## src/rtl/i2c_pin_cond_pkg.sv

```systemverilog
package i2c_pin_cond_pkg;
  // Ticks a raw level must persist before it is accepted.
  function automatic int filt_limit(input int depth);
    return depth + 1;
  endfunction

  // Length, in 50 ns ticks, of the SCL-fall-to-SDA-drive window.
  function automatic int odly_ticks(input int base, input int code);
    return base + code;
  endfunction
endpackage

```

## src/rtl/pin_sync.sv

```systemverilog
module pin_sync #(
  parameter int W = 2
) (
  input  logic         clk,
  input  logic         rst_n,
  input  logic [W-1:0] d,
  output logic [W-1:0] q
);
  logic [W-1:0] meta_q, sync_q;

  always_ff @(posedge clk or negedge rst_n) begin
    if (!rst_n) begin
      meta_q <= '1;
      sync_q <= '1;
    end else begin
      meta_q <= d;
      sync_q <= meta_q;
    end
  end

  assign q = sync_q;
endmodule

```

## src/rtl/settle_cnt.sv

```systemverilog
module settle_cnt #(
  parameter int CW = 5
) (
  input  logic          clk,
  input  logic          rst_n,
  input  logic          tick,
  input  logic          din,
  input  logic [CW-1:0] lim_in,
  output logic          dout
);
  logic [CW-1:0] cnt_q, lim_q, lim_eff, cnt_nx;
  logic          out_q;
  logic          mismatch, accept;

  assign lim_eff  = (cnt_q == '0) ? lim_in : lim_q;
  assign cnt_nx   = cnt_q + 1'b1;
  assign mismatch = (din != out_q);
  assign accept   = mismatch && ((lim_eff == '0) || (tick && (cnt_nx == lim_eff)));

  always_ff @(posedge clk or negedge rst_n) begin
    if (!rst_n) begin
      cnt_q <= '0;
      lim_q <= '0;
      out_q <= 1'b1;
    end else begin
      if (cnt_q == '0) lim_q <= lim_in;
      if (!mismatch || accept) cnt_q <= '0;
      else if (tick)           cnt_q <= cnt_nx;
      if (accept) out_q <= din;
    end
  end

  assign dout = out_q;

  AST_OUT_TAKES_INPUT: assert property (@(posedge clk) disable iff (!rst_n)
    !$stable(out_q) |-> (out_q == $past(din)));
  AST_CNT_UNDER_LIMIT: assert property (@(posedge clk) disable iff (!rst_n)
    (cnt_q != '0) |-> (cnt_q < lim_q));
endmodule

```

## src/rtl/sda_out_delay.sv

```systemverilog
module sda_out_delay #(
  parameter int ODW   = 2,
  parameter int OBASE = 7
) (
  input  logic           clk,
  input  logic           rst_n,
  input  logic           tick,
  input  logic           scl,
  input  logic           req,
  input  logic [ODW-1:0] code,
  output logic           oe
);
  import i2c_pin_cond_pkg::*;
  localparam int OCW = $clog2(OBASE + (1 << ODW));

  logic [OCW-1:0] cnt_q, lim_q;
  logic           scl_q, timing_q, oe_q;
  logic           fall, expire;

  assign fall   = scl_q && !scl;
  assign expire = timing_q && tick && ((cnt_q + 1'b1) == lim_q);

  always_ff @(posedge clk or negedge rst_n) begin
    if (!rst_n) begin
      scl_q    <= 1'b1;
      timing_q <= 1'b0;
      cnt_q    <= '0;
      lim_q    <= '0;
      oe_q     <= 1'b0;
    end else begin
      scl_q <= scl;
      if (fall) begin
        timing_q <= 1'b1;
        cnt_q    <= '0;
        lim_q    <= OCW'(odly_ticks(OBASE, int'(code)));
      end else if (expire) begin
        timing_q <= 1'b0;
        cnt_q    <= '0;
        oe_q     <= req;
      end else if (timing_q) begin
        if (tick) cnt_q <= cnt_q + 1'b1;
      end else begin
        oe_q <= req;
      end
    end
  end

  assign oe = oe_q;

  AST_OE_FROZEN_IN_WINDOW: assert property (@(posedge clk) disable iff (!rst_n)
    (timing_q && !expire) |=> $stable(oe_q));
  AST_OE_FROZEN_ON_FALL: assert property (@(posedge clk) disable iff (!rst_n)
    fall |=> $stable(oe_q));
  AST_OE_IDLE_FOLLOWS: assert property (@(posedge clk) disable iff (!rst_n)
    (!timing_q && !fall) |=> (oe_q == $past(req)));
  AST_WINDOW_BOUND: assert property (@(posedge clk) disable iff (!rst_n)
    timing_q |-> (cnt_q < lim_q));
endmodule

```

## src/rtl/i2c_pin_cond.sv

```systemverilog
module i2c_pin_cond #(
  parameter int FDW   = 4,
  parameter int HDW   = 3,
  parameter int ODW   = 2,
  parameter int OBASE = 7
) (
  input  logic           clk,
  input  logic           rst_n,
  input  logic           tick10,
  input  logic           tick50,
  input  logic           scl_raw,
  input  logic           sda_raw,
  input  logic [FDW-1:0] cfg_filt_depth,
  input  logic [HDW-1:0] cfg_sda_hold,
  input  logic [ODW-1:0] cfg_sda_odly,
  input  logic           sda_oe_req,
  output logic           scl_filt,
  output logic           sda_filt,
  output logic           sda_oe
);
  import i2c_pin_cond_pkg::*;
  localparam int FCW   = FDW + 1;
  localparam int NLINE = 2;   // index 0: SCL, index 1: SDA

  logic [NLINE-1:0] raw_v, sync_v, glf_v;
  logic [FCW-1:0]   glf_lim;
  logic             scl_align_q;

  assign raw_v   = {sda_raw, scl_raw};
  assign glf_lim = FCW'(filt_limit(int'(cfg_filt_depth)));

  pin_sync #(.W(NLINE)) u_sync (
    .clk(clk), .rst_n(rst_n), .d(raw_v), .q(sync_v)
  );

  for (genvar i = 0; i < NLINE; i++) begin : g_glf
    settle_cnt #(.CW(FCW)) u_glf (
      .clk(clk), .rst_n(rst_n), .tick(tick10),
      .din(sync_v[i]), .lim_in(glf_lim), .dout(glf_v[i])
    );
  end

  // SDA hold stage; SCL gets one register so a zero hold keeps both aligned.
  settle_cnt #(.CW(HDW)) u_hold (
    .clk(clk), .rst_n(rst_n), .tick(tick50),
    .din(glf_v[1]), .lim_in(cfg_sda_hold), .dout(sda_filt)
  );

  always_ff @(posedge clk or negedge rst_n) begin
    if (!rst_n) scl_align_q <= 1'b1;
    else        scl_align_q <= glf_v[0];
  end
  assign scl_filt = scl_align_q;

  sda_out_delay #(.ODW(ODW), .OBASE(OBASE)) u_odly (
    .clk(clk), .rst_n(rst_n), .tick(tick50), .scl(scl_align_q),
    .req(sda_oe_req), .code(cfg_sda_odly), .oe(sda_oe)
  );

  AST_SCL_FOLLOWS_FILTER: assert property (@(posedge clk) disable iff (!rst_n)
    !$stable(scl_align_q) |-> (scl_align_q == $past(glf_v[0])));
endmodule

```

## config.mk

```make
export PLATFORM = sky130hd
export DESIGN_NAME = i2c_pin_cond
export DESIGN_NICKNAME = d
export VERILOG_FILES = /design/src/rtl/i2c_pin_cond_pkg.sv /design/src/rtl/pin_sync.sv /design/src/rtl/settle_cnt.sv /design/src/rtl/sda_out_delay.sv /design/src/rtl/i2c_pin_cond.sv
export SDC_FILE = /design/constraint.sdc
export NUM_CORES = 1
export LEC_CHECK = 0
export ABC_AREA = 0
export CORE_AREA = 2 2 66 68
export DETAILED_ROUTE_END_ITERATION = 16
export DIE_AREA = 0 0 68 70
export GPL_TIMING_DRIVEN = 0
export PLACE_DENSITY = 0.81
export REMOVE_ABC_BUFFERS = 1
export SYNTH_ARGS = -nofsm -noshare
export SYNTH_HDL_FRONTEND = slang
export SYNTH_SLANG_ARGS = --single-unit
export TNS_END_PERCENT = 30
```

## constraint.sdc

```tcl
create_clock -name clk -period 7.6 [get_ports clk]
set_input_delay 1.52 -clock clk [delete_from_list [all_inputs] [get_ports clk]]
set_output_delay 1.52 -clock clk [all_outputs]
set_load 0.02 [all_outputs]
```

== Word level (Yosys, flattened, before mapping) ==
Index checks and enable logic that the tools add are counted.
W data, S select, Z words.
Word-level totals
  bits in writable memories: 0
  memories kept: 0
  register bits: 45
  output and inout bits: 3
  memory bits (read-only): 0
  logic and storage cells: 82
  latch bits: 0
  input bits: 16
Cells by class
  shift-type cells: 0
  add/sub/neg operators: 6
  order comparisons: 0
  bitwise operators: 1
  multiplexer cells: 17
  multipliers: 0
  eq/ne operators: 8
  reductions and logical operators: 33
  div/mod/pow operators: 0
Operators by type and width (count)
  $mux W5: 6
  $logic_not A5 Y1: 4
  $mux W4: 4
  $add A5 B1 Y5 const B: 2
  $eq A5 B5 Y1: 2
  $logic_and A1 B1 Y1: 9
  $mux W3: 3
  $reduce_bool A2 Y1: 4
  $logic_not A3 Y1: 2
  $logic_or A1 B1 Y1: 6
  $reduce_bool A3 Y1: 2
  $add A4 B1 Y5 const B: 1
  $add A3 B2 Y4 const A: 1
  $add A4 B1 Y4 const B: 1
  $eq A4 B4 Y1: 1
  $logic_not A1 Y1: 4
  $mux W1: 4
  $reduce_and A2 Y1: 2
  $add A3 B1 Y3 const B: 1
  $eq A3 B3 Y1: 1
  $ne A1 B1 Y1: 3
  $ne A2 B2 Y1 const B: 1
  $not A1 Y1: 1

== Logic depth before layout (Yosys ltp) ==
Gate-level depths: netlist of the first run.
  word-level depth: 8
  gate-level depth with buffers: 9
  gate-level depth less buffers: 9

== Hierarchy ==
Synthesis of the first run repeated with hierarchy kept, for this count alone.
Unflattened totals
  cells, all modules: 236
  area total of the unflattened synthesis: 2616.3 µm²
Modules (own cells, without submodules)
  settle_cnt (g_glf[0].u_glf ...): instances 2, cells each 71, seq. area each 276.5 µm², area an instance 726.9 µm²
  sda_out_delay: instances 1, cells each 46, seq. area each 276.5 µm², area an instance 568.0 µm²
  settle_cnt (u_hold): instances 1, cells each 37, seq. area each 176.4 µm², area an instance 416.6 µm²
  pin_sync: instances 1, cells each 4, seq. area each 105.1 µm², area an instance 105.1 µm²
  i2c_pin_cond: instances 1, cells each 7, seq. area each 26.3 µm², area an instance 72.6 µm²

== Worst setup path after synthesis of the first run ==
OpenSTA, ideal clock, no wires.
  path type: input to register
  start: input port cfg_filt_depth[0]
  end: register g_glf[1].u_glf.out_q
  data arrival time: 3174 ps
  path buffers: 0
  required time: 7515 ps
  slack: 4342 ps
  library setup time: 85 ps
  stages on the path: 7
  cells stage by stage: ha_1 -> xor2_1 -> mux2i_1 -> xnor2_1 -> or3_1 -> o31ai_2 -> mux2_1
Between the ends
  word-level cells in the longest chain between the ends: 6
  elaborated cells between the ends (all ways): 7
  classes of those cells: add/sub: 1; eq/ne: 1; mux: 1; reduce/logical: 4
Ends and longest elaborated chain
  start, declared: line i2c_pin_cond.sv:13  | input logic [FDW-1:0] cfg_filt_depth,
  $add A4 B1 Y5 *: line i2c_pin_cond_pkg.sv:4  | return depth + 1;
  $mux W5 *: line settle_cnt.sv:15  | assign lim_eff = (cnt_q == '0) ? lim_in : lim_q;
  $eq A5 B5 Y1: line settle_cnt.sv:18  | assign accept = mismatch && ((lim_eff == '0) || (tick && (cnt_nx == lim_eff)));
  $logic_and A1 B1 Y1: line settle_cnt.sv:18
  $logic_or A1 B1 Y1 *: line settle_cnt.sv:18
  $logic_and A1 B1 Y1 *: line settle_cnt.sv:18
  end signal, assigned: line settle_cnt.sv:29  | if (accept) out_q <= din;
  end, declared: line settle_cnt.sv:12  | logic out_q;
Mark *: on every way between the ends. The rest lies on a longest branch, timed or not.
A chain may end at the register's enable or synchronous reset.

== Final worst setup path of the first run ==
  start: input port cfg_filt_depth[0]
  end: register g_glf[1].u_glf.cnt_q[2]
Between the ends
  word-level cells in the longest chain between the ends: 8
  elaborated cells between the ends (all ways): 10
  classes of those cells: add/sub: 1; eq/ne: 1; mux: 2; reduce/logical: 6
Ends and longest elaborated chain
  $add A4 B1 Y5 *: line i2c_pin_cond_pkg.sv:4
  $mux W5 *: line settle_cnt.sv:15
  $eq A5 B5 Y1: line settle_cnt.sv:18
  $logic_and A1 B1 Y1: line settle_cnt.sv:18
  $logic_or A1 B1 Y1 *: line settle_cnt.sv:18
  $logic_and A1 B1 Y1 *: line settle_cnt.sv:18
  $logic_or A1 B1 Y1 *: line settle_cnt.sv:27  | if (!mismatch || accept) cnt_q <= '0;
  $mux W5 or $reduce_bool A2 Y1 (tied branches)
  end signal, assigned: line settle_cnt.sv:28  | else if (tick) cnt_q <= cnt_nx;
  end, declared: line settle_cnt.sv:11  | logic [CW-1:0] cnt_q, lim_q, lim_eff, cnt_nx;
Marks and branches as above.

==> results.md, run 1 <==
* Req. time, crit path at 7770 ps
* Clk_lat worst skew at roughly 300 ps
* CTS buffer count at 5
* Wire length per cell at roughly 13 um
* Post-CTS setup buffer count at 0
* Setup TNS at 0 ps
* Sequential cell area fraction in the yosys report at 0.476
* Routability congestion estimate at about 0.8
* Largest net degree at the start of global routing at 27
* Mapped Cells at 214
* Power Density at 351 nW/um^2
* Seq pwr share at 0.405
* Worst-Margin Slew at 551 ps
* TritonRoute pass-1 iters at 4
* FF+latch count, synth at 45
* DR vias at 1496
* Worst Hold Path Cells at 0
* Port bufs at 18
* Final Setup Violations at 0
* ANT cells at 0
* Slowest stage delay, CP at 480 ps
* Core Rows at 24
* Fin crit share at 0.475
* TritonCTS Sinks at 45
* Initial antenna violation count at 0
* Area Overhead vs Synth at 12.9%
* Syn avg cell area at approximately 11 sq um
* DRC at 0
* Clock Pin Slew Worst Setup and Hold Paths at 80 ps
* Worst-path maximum fanout at 5
* Worst Hold Slack at 357 ps
* Reg-to-Reg Start: g_glf[1].u_glf.cnt_q[0]$_DFFE_PN0P_
* GRT Overall Usage at 0.189
* HP Class: reg2reg
* Post-Syn Area at 2390 sq um
* F_max at 277 MHz
* Synth Warn # at 0
* Die area at ~4800 sq um
* Crit path max-delay cell type: clkdlybuf4s50_1
* VDD IR max at 162 uV
* Die span in y at approximately 70 um
* Yosys cell types at 32
* Share of cells above drive strength 1 at 0.131
* Final Hold Viols at 0
* Crit path DAT at around 3800 ps
* Clk root buf: clkbuf_8
* RSZ-0062 raised after global routing: false
* Max H-tree Level at 2
* Clock Power Share at 0.161
* Dpl hpwl at 2740 um
* Internal power at slightly above 0.6 mW
* CTS Hold Bufs at 0
* Longest Clk Path Bufs at 2
* Final nets at 260
* CTS tree: yes
* Register-to-Register Path Depth at 8
* Hold Path Origin: u_sync.meta_q[0]$_DFF_PN1_
* Skew final at between 2 and 2.5 ps
* Psw at around 0.34 mW
* Remaining global-route overflow at 0
* # fillers at 325
* Multi-input combinational cell area at 1140 sq um
* Startpoint Class: input pin
* FF/Latch Area at 1140 sq um
* Switching portion of total power at 0.359
* Routed WL at 3670 um
* Max cap viols at 0
* Logic pwr share at 0.435
* RR Endpoint: g_glf[1].u_glf.cnt_q[2]$_DFFE_PN0P_
* Hold EP: u_sync.q[0]$_DFF_PN1_
* First-pass GRT wire length at 6940 um
* Slew margin rel. at 0.632
* Vias in the first global route at 1562
* Setup Crit Path Kind: in2reg
* Die width at 68 um
* R2R Setup Slk at roughly 4900 ps
* First DRT Iteration DRCs at 74
* LEAKAGE at between 1 and 1.5 nW
* Ports at 19
* Vias per Instance at 5.19
* Crit. End Element: register
* Status: completed
* Antenna-violating nets left at 0
* Post-CTS sizing at 0
* Crit path cell chain: clkdlybuf4s50_1 -> ha_1 -> xor2_1 -> mux2i_1 -> xnor2_1 -> or3_1 -> o311ai_2 -> nor2_1
* Tmin final at approximately 3600 ps
* Core ar. at 4140 sq um
* Fin. max-slew vios at 0
* Initial Utilization at 0.577
==> cell families after synthesis <==
kind of cell / after synthesis / synth area share
adders and majority gates: 9 / 0.0471
xor gates and xnor gates: 39 / 0.154
and+or+nand+nor: 60 / 0.133
buffers and inverters: 23 / 0.0455
AOI/OAI and AO/OA: 19 / 0.0602
DFF: 45 / 0.476
muxes: 19 / 0.0837
==> through the flow <==
step	utilization	worst slack, ps	power (mW)	std cells	instance area [sq um]
2_1_floorplan	-	4340	0.708	209	2350
3_3_place_gp	0.626	3650	0.791	279	2590
3_5_place_dp	0.630	3640	0.807	280	2610
4_1_cts	0.652	3960	0.959	288	2700
5_1_grt	0.652	3780	1.02	288	2700
6_report	0.652	3990	0.948	288	2700
==> cell usage after synthesis, drive strengths merged <==
master	number	share of area
and2	1	0.0026
nor2b	2	0.0052
mux2	8	0.038
a21oi	3	0.0063
o21a	1	0.0031
o311ai	2	0.014
nand3	7	0.015
inv	18	0.028
nor2	18	0.028
o21ai	8	0.017
buf	4	0.016
xor2	19	0.070
xnor3	2	0.019
o211ai	1	0.0031
mux2i	11	0.046
dfstp	9	0.099
xnor2	18	0.066
a41oi	1	0.0037
clkbuf	1	0.0016
o31ai	3	0.014
nor4b	2	0.020
dfrtp	36	0.38
or4	2	0.0094
nand2	19	0.030
or3	2	0.0052
nand2b	1	0.0026
ha	9	0.047
nand4	5	0.013
and3	1	0.0026
==> final cells by class <==
class,instances,share of cell area
multi-input combinational,146,0.424
clock buffer,8,0.0334
inverter,18,0.0250
timing repair buffer,19,0.0723
tap,52,0.0241
sequential,45,0.421
==> routing by layer <==
metal  track usage  wire length [um]  part of all wire
met2         0.287              1760              0.48
met1         0.266              1740              0.47
met3        0.0435               124             0.034
met4        0.0600                42             0.011
met5             0                 0                 0
==> state kept, by name (all words and copies together), names as in the netlist <==
register           cells
u_sync.meta_q          2
u_odly.cnt_q           4
scl_filt               1
u_hold.dout            1
g_glf.u_glf.dout       2
u_odly.timing_q        1
u_odly.lim_q           4
u_odly.scl_q           1
g_glf.u_glf.lim_q     10
u_hold.cnt_q           3
g_glf.u_glf.cnt_q     10
u_sync.q               2
u_hold.lim_q           3
u_odly.oe              1
==> cell usage in the layout, fill, tap and decap left out <==
cell type and count:
o211ai_1 1, buf_12 1, o31ai_2 2, xor2_1 19, dfrtp_1 36, inv_1 18, mux2_2 6, clkbuf_8 6
xnor2_1 18, nor2b_1 2, nor2_1 18, clkbuf_1 2, xnor3_1 2, and2_1 1, mux2i_1 11, dfstp_2 9
a41oi_1 1, or3_1 2, o311ai_2 2, a21oi_1 3, nor4b_4 2, clkdlybuf4s50_1 17, or4_4 2, o21a_1 1
nand2b_1 1, o21ai_0 8, o31ai_1 1, nand3_1 7, and3_1 1, nand4_1 5, buf_2 1, ha_1 9
nand2_1 19, mux2_1 2
==> worst max-delay path by stage <==
stage,from,endpoint,cells past startpoint
2_1_floorplan,cfg_filt_depth[0],g_glf[1].u_glf.dout$_DFFE_PN1P_,7
3_3_place_gp,cfg_filt_depth[0],g_glf[1].u_glf.cnt_q[1]$_DFFE_PN0P_,8
3_5_place_dp,cfg_filt_depth[0],g_glf[1].u_glf.cnt_q[2]$_DFFE_PN0P_,8
4_1_cts,cfg_filt_depth[0],g_glf[1].u_glf.cnt_q[1]$_DFFE_PN0P_,8
5_1_grt,cfg_filt_depth[0],g_glf[1].u_glf.cnt_q[3]$_DFFE_PN0P_,8
6_report,cfg_filt_depth[0],g_glf[1].u_glf.cnt_q[2]$_DFFE_PN0P_,8
==> worst max-delay path: cells and delay by family <==
family          cells  cell delay [ps]
compound gates      1              480
xor+xnor            2              270
fa+ha+maj           1              250
buf+inv             1              480
mux                 1              270
simple gates        2              520
==> power groups by stage <==
stage          Combinational (mW)  Clock, mW  Sequential [mW]
2_1_floorplan               0.322          0            0.386
6_report                    0.412      0.152            0.384
5_1_grt                     0.465      0.163            0.396
3_5_place_dp                0.418          0            0.389
3_3_place_gp                0.406          0            0.386
4_1_cts                     0.419      0.155            0.385
No activity file was read; power rests on OpenSTA's default activity.
==> run 2, diff against run 1 <==
--- a/config.mk
+++ b/config.mk
@@ -6,11 +6,11 @@
 export NUM_CORES = 1
 export LEC_CHECK = 0
 export ABC_AREA = 0
-export CORE_AREA = 2 2 66 68
+export CORE_AREA = 2 2 71 73
 export DETAILED_ROUTE_END_ITERATION = 16
-export DIE_AREA = 0 0 68 70
+export DIE_AREA = 0 0 73 75
 export GPL_TIMING_DRIVEN = 0
-export PLACE_DENSITY = 0.81
+export PLACE_DENSITY = 0.74
 export REMOVE_ABC_BUFFERS = 1
 export SYNTH_ARGS = -nofsm -noshare
 export SYNTH_HDL_FRONTEND = slang
==> constraint.sdc (replaced) <==
create_clock -name clk -period 3.2 [get_ports clk]
set_input_delay 0.64 -clock clk [delete_from_list [all_inputs] [get_ports clk]]
set_output_delay 0.64 -clock clk [all_outputs]
set_load 0.02 [all_outputs]
==> run 2 against run 1 <==
Against the previous run:
- non-clock buffer count unchanged
- final cell count increased by 0.69%
- power increased by 140%
- cell area about the same
- clock-buffer cell count unchanged
- via count decreased by 1.5%
- critical path type is now reg2reg
- critical endpoint is now g_glf[1].u_glf.cnt_q[0]$_DFFE_PN0P_
- highest routed layer unchanged
==> results.md, run 2 (synthesized netlist as in run 1, its figures left out) <==
* Req. time, crit path at 3370 ps (was 7770 ps)
* DRC at 0 (unchanged)
* Fin. max-slew vios at 0 (unchanged)
* Power Density at 836 nW/um^2 (was 351 nW/um^2)
* Status: completed (unchanged)
* Max H-tree Level at 2 (unchanged)
* Longest Clk Path Bufs at 2 (unchanged)
* Core ar. at 4660 sq um (was 4140 sq um)
* Logic pwr share at 0.436 (was 0.435)
* Vias in the first global route at 1523 (was 1562)
* Slew margin rel. at 0.638 (was 0.632)
* Crit. End Element: register (unchanged)
* Setup Crit Path Kind: reg2reg (was in2reg)
* Final Setup Violations at 0 (unchanged)
* F_max at 368 MHz
* Crit path DAT at 2890 ps (was 3780 ps)
* Seq pwr share at 0.404 (was 0.405)
* Crit. path cell count at 8 (unchanged)
* Commonest non-fill, non-tap cell in the layout: dfrtp_1 (unchanged)
* Clk_lat worst skew at 300 ps (about the same)
* Switching portion of total power at 0.360 (was 0.359)
* First DRT Iteration DRCs at 57 (was 74)
* Slowest stage delay, CP at 470 ps (was 480 ps)
* Placed cell area at 2610 sq um (about the same)
* Post-CTS sizing at 0 (unchanged)
* DR vias at 1474 (was 1496)
* First-pass GRT wire length at 6630 um (was 6940 um)
* Post-Layout Cell Count at 290 (was 288)
* Register-to-Register Path Depth at 8 (unchanged)
* CTS Hold Bufs at 0 (unchanged)
* LEAKAGE at 1.24 nW (unchanged)
* Startpoint Class: register (was input pin)
* Max cap viols at 0 (unchanged)
* VDD IR max at 446 uV (was 162 uV)
* # placed instances at 282 (was 280)
* Crit path max-delay cell type: dfrtp_1 (was clkdlybuf4s50_1)
* Die width at 73 um (was 68 um)
* Clock Power Share at 0.160 (was 0.161)
* Largest regs: g_glf.u_glf.cnt_q x10, g_glf.u_glf.lim_q x10 (unchanged)
* Initial antenna violation count at 0 (unchanged)
* CTS tree: yes (unchanged)
* HP Class: in2async (was reg2reg)
* Core Rows at 25 (was 24)
* CTS buffer count at 5 (unchanged)
* Clk root buf: clkbuf_8 (unchanged)
* Tot Pwr at 2.26 mW (was 0.948 mW)
* Share of cells above drive strength 1 at 0.131 (unchanged)
* Post-CTS setup buffer count at 0 (unchanged)
* Internal power at 1.45 mW (was 0.608 mW)
* Setup TNS at 0 ps (unchanged)
* Antenna-violating nets left at 0 (unchanged)
* Final Hold Viols at 0 (unchanged)
* Dpl hpwl at 2890 um (was 2740 um)
* Routed WL at 3810 um (was 3670 um)
* Fin crit share at 0.850
* Vias per Instance at 5.08 (was 5.19)
* Largest net degree at the start of global routing at 28 (was 27)
* Remaining global-route overflow at 0 (unchanged)
* RSZ-0062 raised after global routing: false (unchanged)
* Port bufs at 18 (unchanged)
* Skew final at 7.75 ps (was 2.48 ps)
* Commonest non-fill, non-tap cells in the layout: dfrtp_1 (36), xor2_1 (19), nand2_1 (19) (unchanged)
* Wire length per cell at 13.1 um (was 12.7 um)
* Die area at 5480 sq um (was 4760 sq um)
* Crit path cell chain: inv_1 -> ha_1 -> nor4b_4 -> mux2i_1 -> xnor2_1 -> or3_1 -> o311ai_2 -> nor2_1 (was clkdlybuf4s50_1 -> ha_1 -> xor2_1 -> mux2i_1 -> xnor2_1 -> or3_1 -> o311ai_2 -> nor2_1)
* Core Util, Final at 0.580 (was 0.652)
* Final nets at 260 (unchanged)
* ANT cells at 0 (unchanged)
* Area Overhead vs Synth at 13.0% (was 12.9%)
* R2R Setup Slk at 480 ps (was 4860 ps)
* Family with the most delay on the worst path: simple AND/OR/NAND/NOR gates (unchanged)
* Worst-path maximum fanout at 6 (was 5)
* TritonRoute pass-1 iters at 5 (was 4)
* Clock Pin Slew Worst Setup and Hold Paths at 80 ps (about the same)
* Psw at 0.813 mW (was 0.340 mW)
* Initial Utilization at 0.513 (was 0.577)
* Design area at 2700 sq um (about the same)
* Ports at 19 (unchanged)
* Tmin final at 2720 ps
* Die span in y at 75 um (was 70 um)
* Buf/Inv on CP at 1 (unchanged)
* GRT Overall Usage at 0.160 (was 0.189)
* Worst-Margin Slew at 542 ps (was 551 ps)
* TritonCTS Sinks at 45 (unchanged)
* Routability congestion estimate at 0.781 (was 0.812)
[run 2: cell counts in the layout (fill, tap and decap cells not counted)]
No cell type changed its count.
[run 2: layout make-up]
class	instances	area, sq um
sequential	45	1140
clock buffer	8	90.1
timing repair buffer	19	195
tap	54	67.6
fill	423	1960
multi-input combinational	146	1140
inverter	18	67.6
[run 2: power by group through the flow]
stage / Combinational [mW] / Clock (mW) / Sequential (mW)
floorplan: 0.765 / 0 / 0.917
global placement: 0.963 / 0 / 0.919
detailed placement: 0.997 / 0 / 0.927
CTS: 1.00 / 0.377 / 0.916
global route: 1.10 / 0.395 / 0.942
finish: 0.985 / 0.361 / 0.913
[run 2: final timing paths]
| path | startpoint | end |
|---|---|---|
| setup / recovery | g_glf[1].u_glf.cnt_q[0]$_DFFE_PN0P_ | g_glf[1].u_glf.cnt_q[0]$_DFFE_PN0P_ |
| hold / removal | rst_n | u_odly.lim_q[1]$_DFFE_PN0P_ |
| setup reg to reg | g_glf[1].u_glf.cnt_q[0]$_DFFE_PN0P_ | g_glf[1].u_glf.cnt_q[0]$_DFFE_PN0P_ |
| hold reg to reg | u_sync.meta_q[1]$_DFF_PN1_ | u_sync.q[1]$_DFF_PN1_ |
| max in group asynchronous | rst_n | scl_filt$_DFF_PN1_ |
| min in group clk | u_sync.meta_q[1]$_DFF_PN1_ | u_sync.q[1]$_DFF_PN1_ |
[run 2: through the flow]
stage               hold WS [ps]  setup WS [ps]
detailed placement           349            133
floorplan                    344            717
finish                       271            481
global placement             348            160
global route                 292            230
CTS                          284            442
[run 2: routing by layer]
layer	up-vias	global-route usage	wire, um
met3	7	0.0321	135
met4	0	0.0679	89
li1	749	-	-
met2	30	0.268	1850
met5	-	0	0
met1	688	0.203	1730
[run 2: worst register-to-register path, stage by stage, from the launching register on]
cell      delay, ps
dfrtp_1         470
inv_1            90
ha_1            160
nor4b_4         430
mux2i_1         360
xnor2_1         100
or3_1           430
o311ai_2        470
nor2_1          100
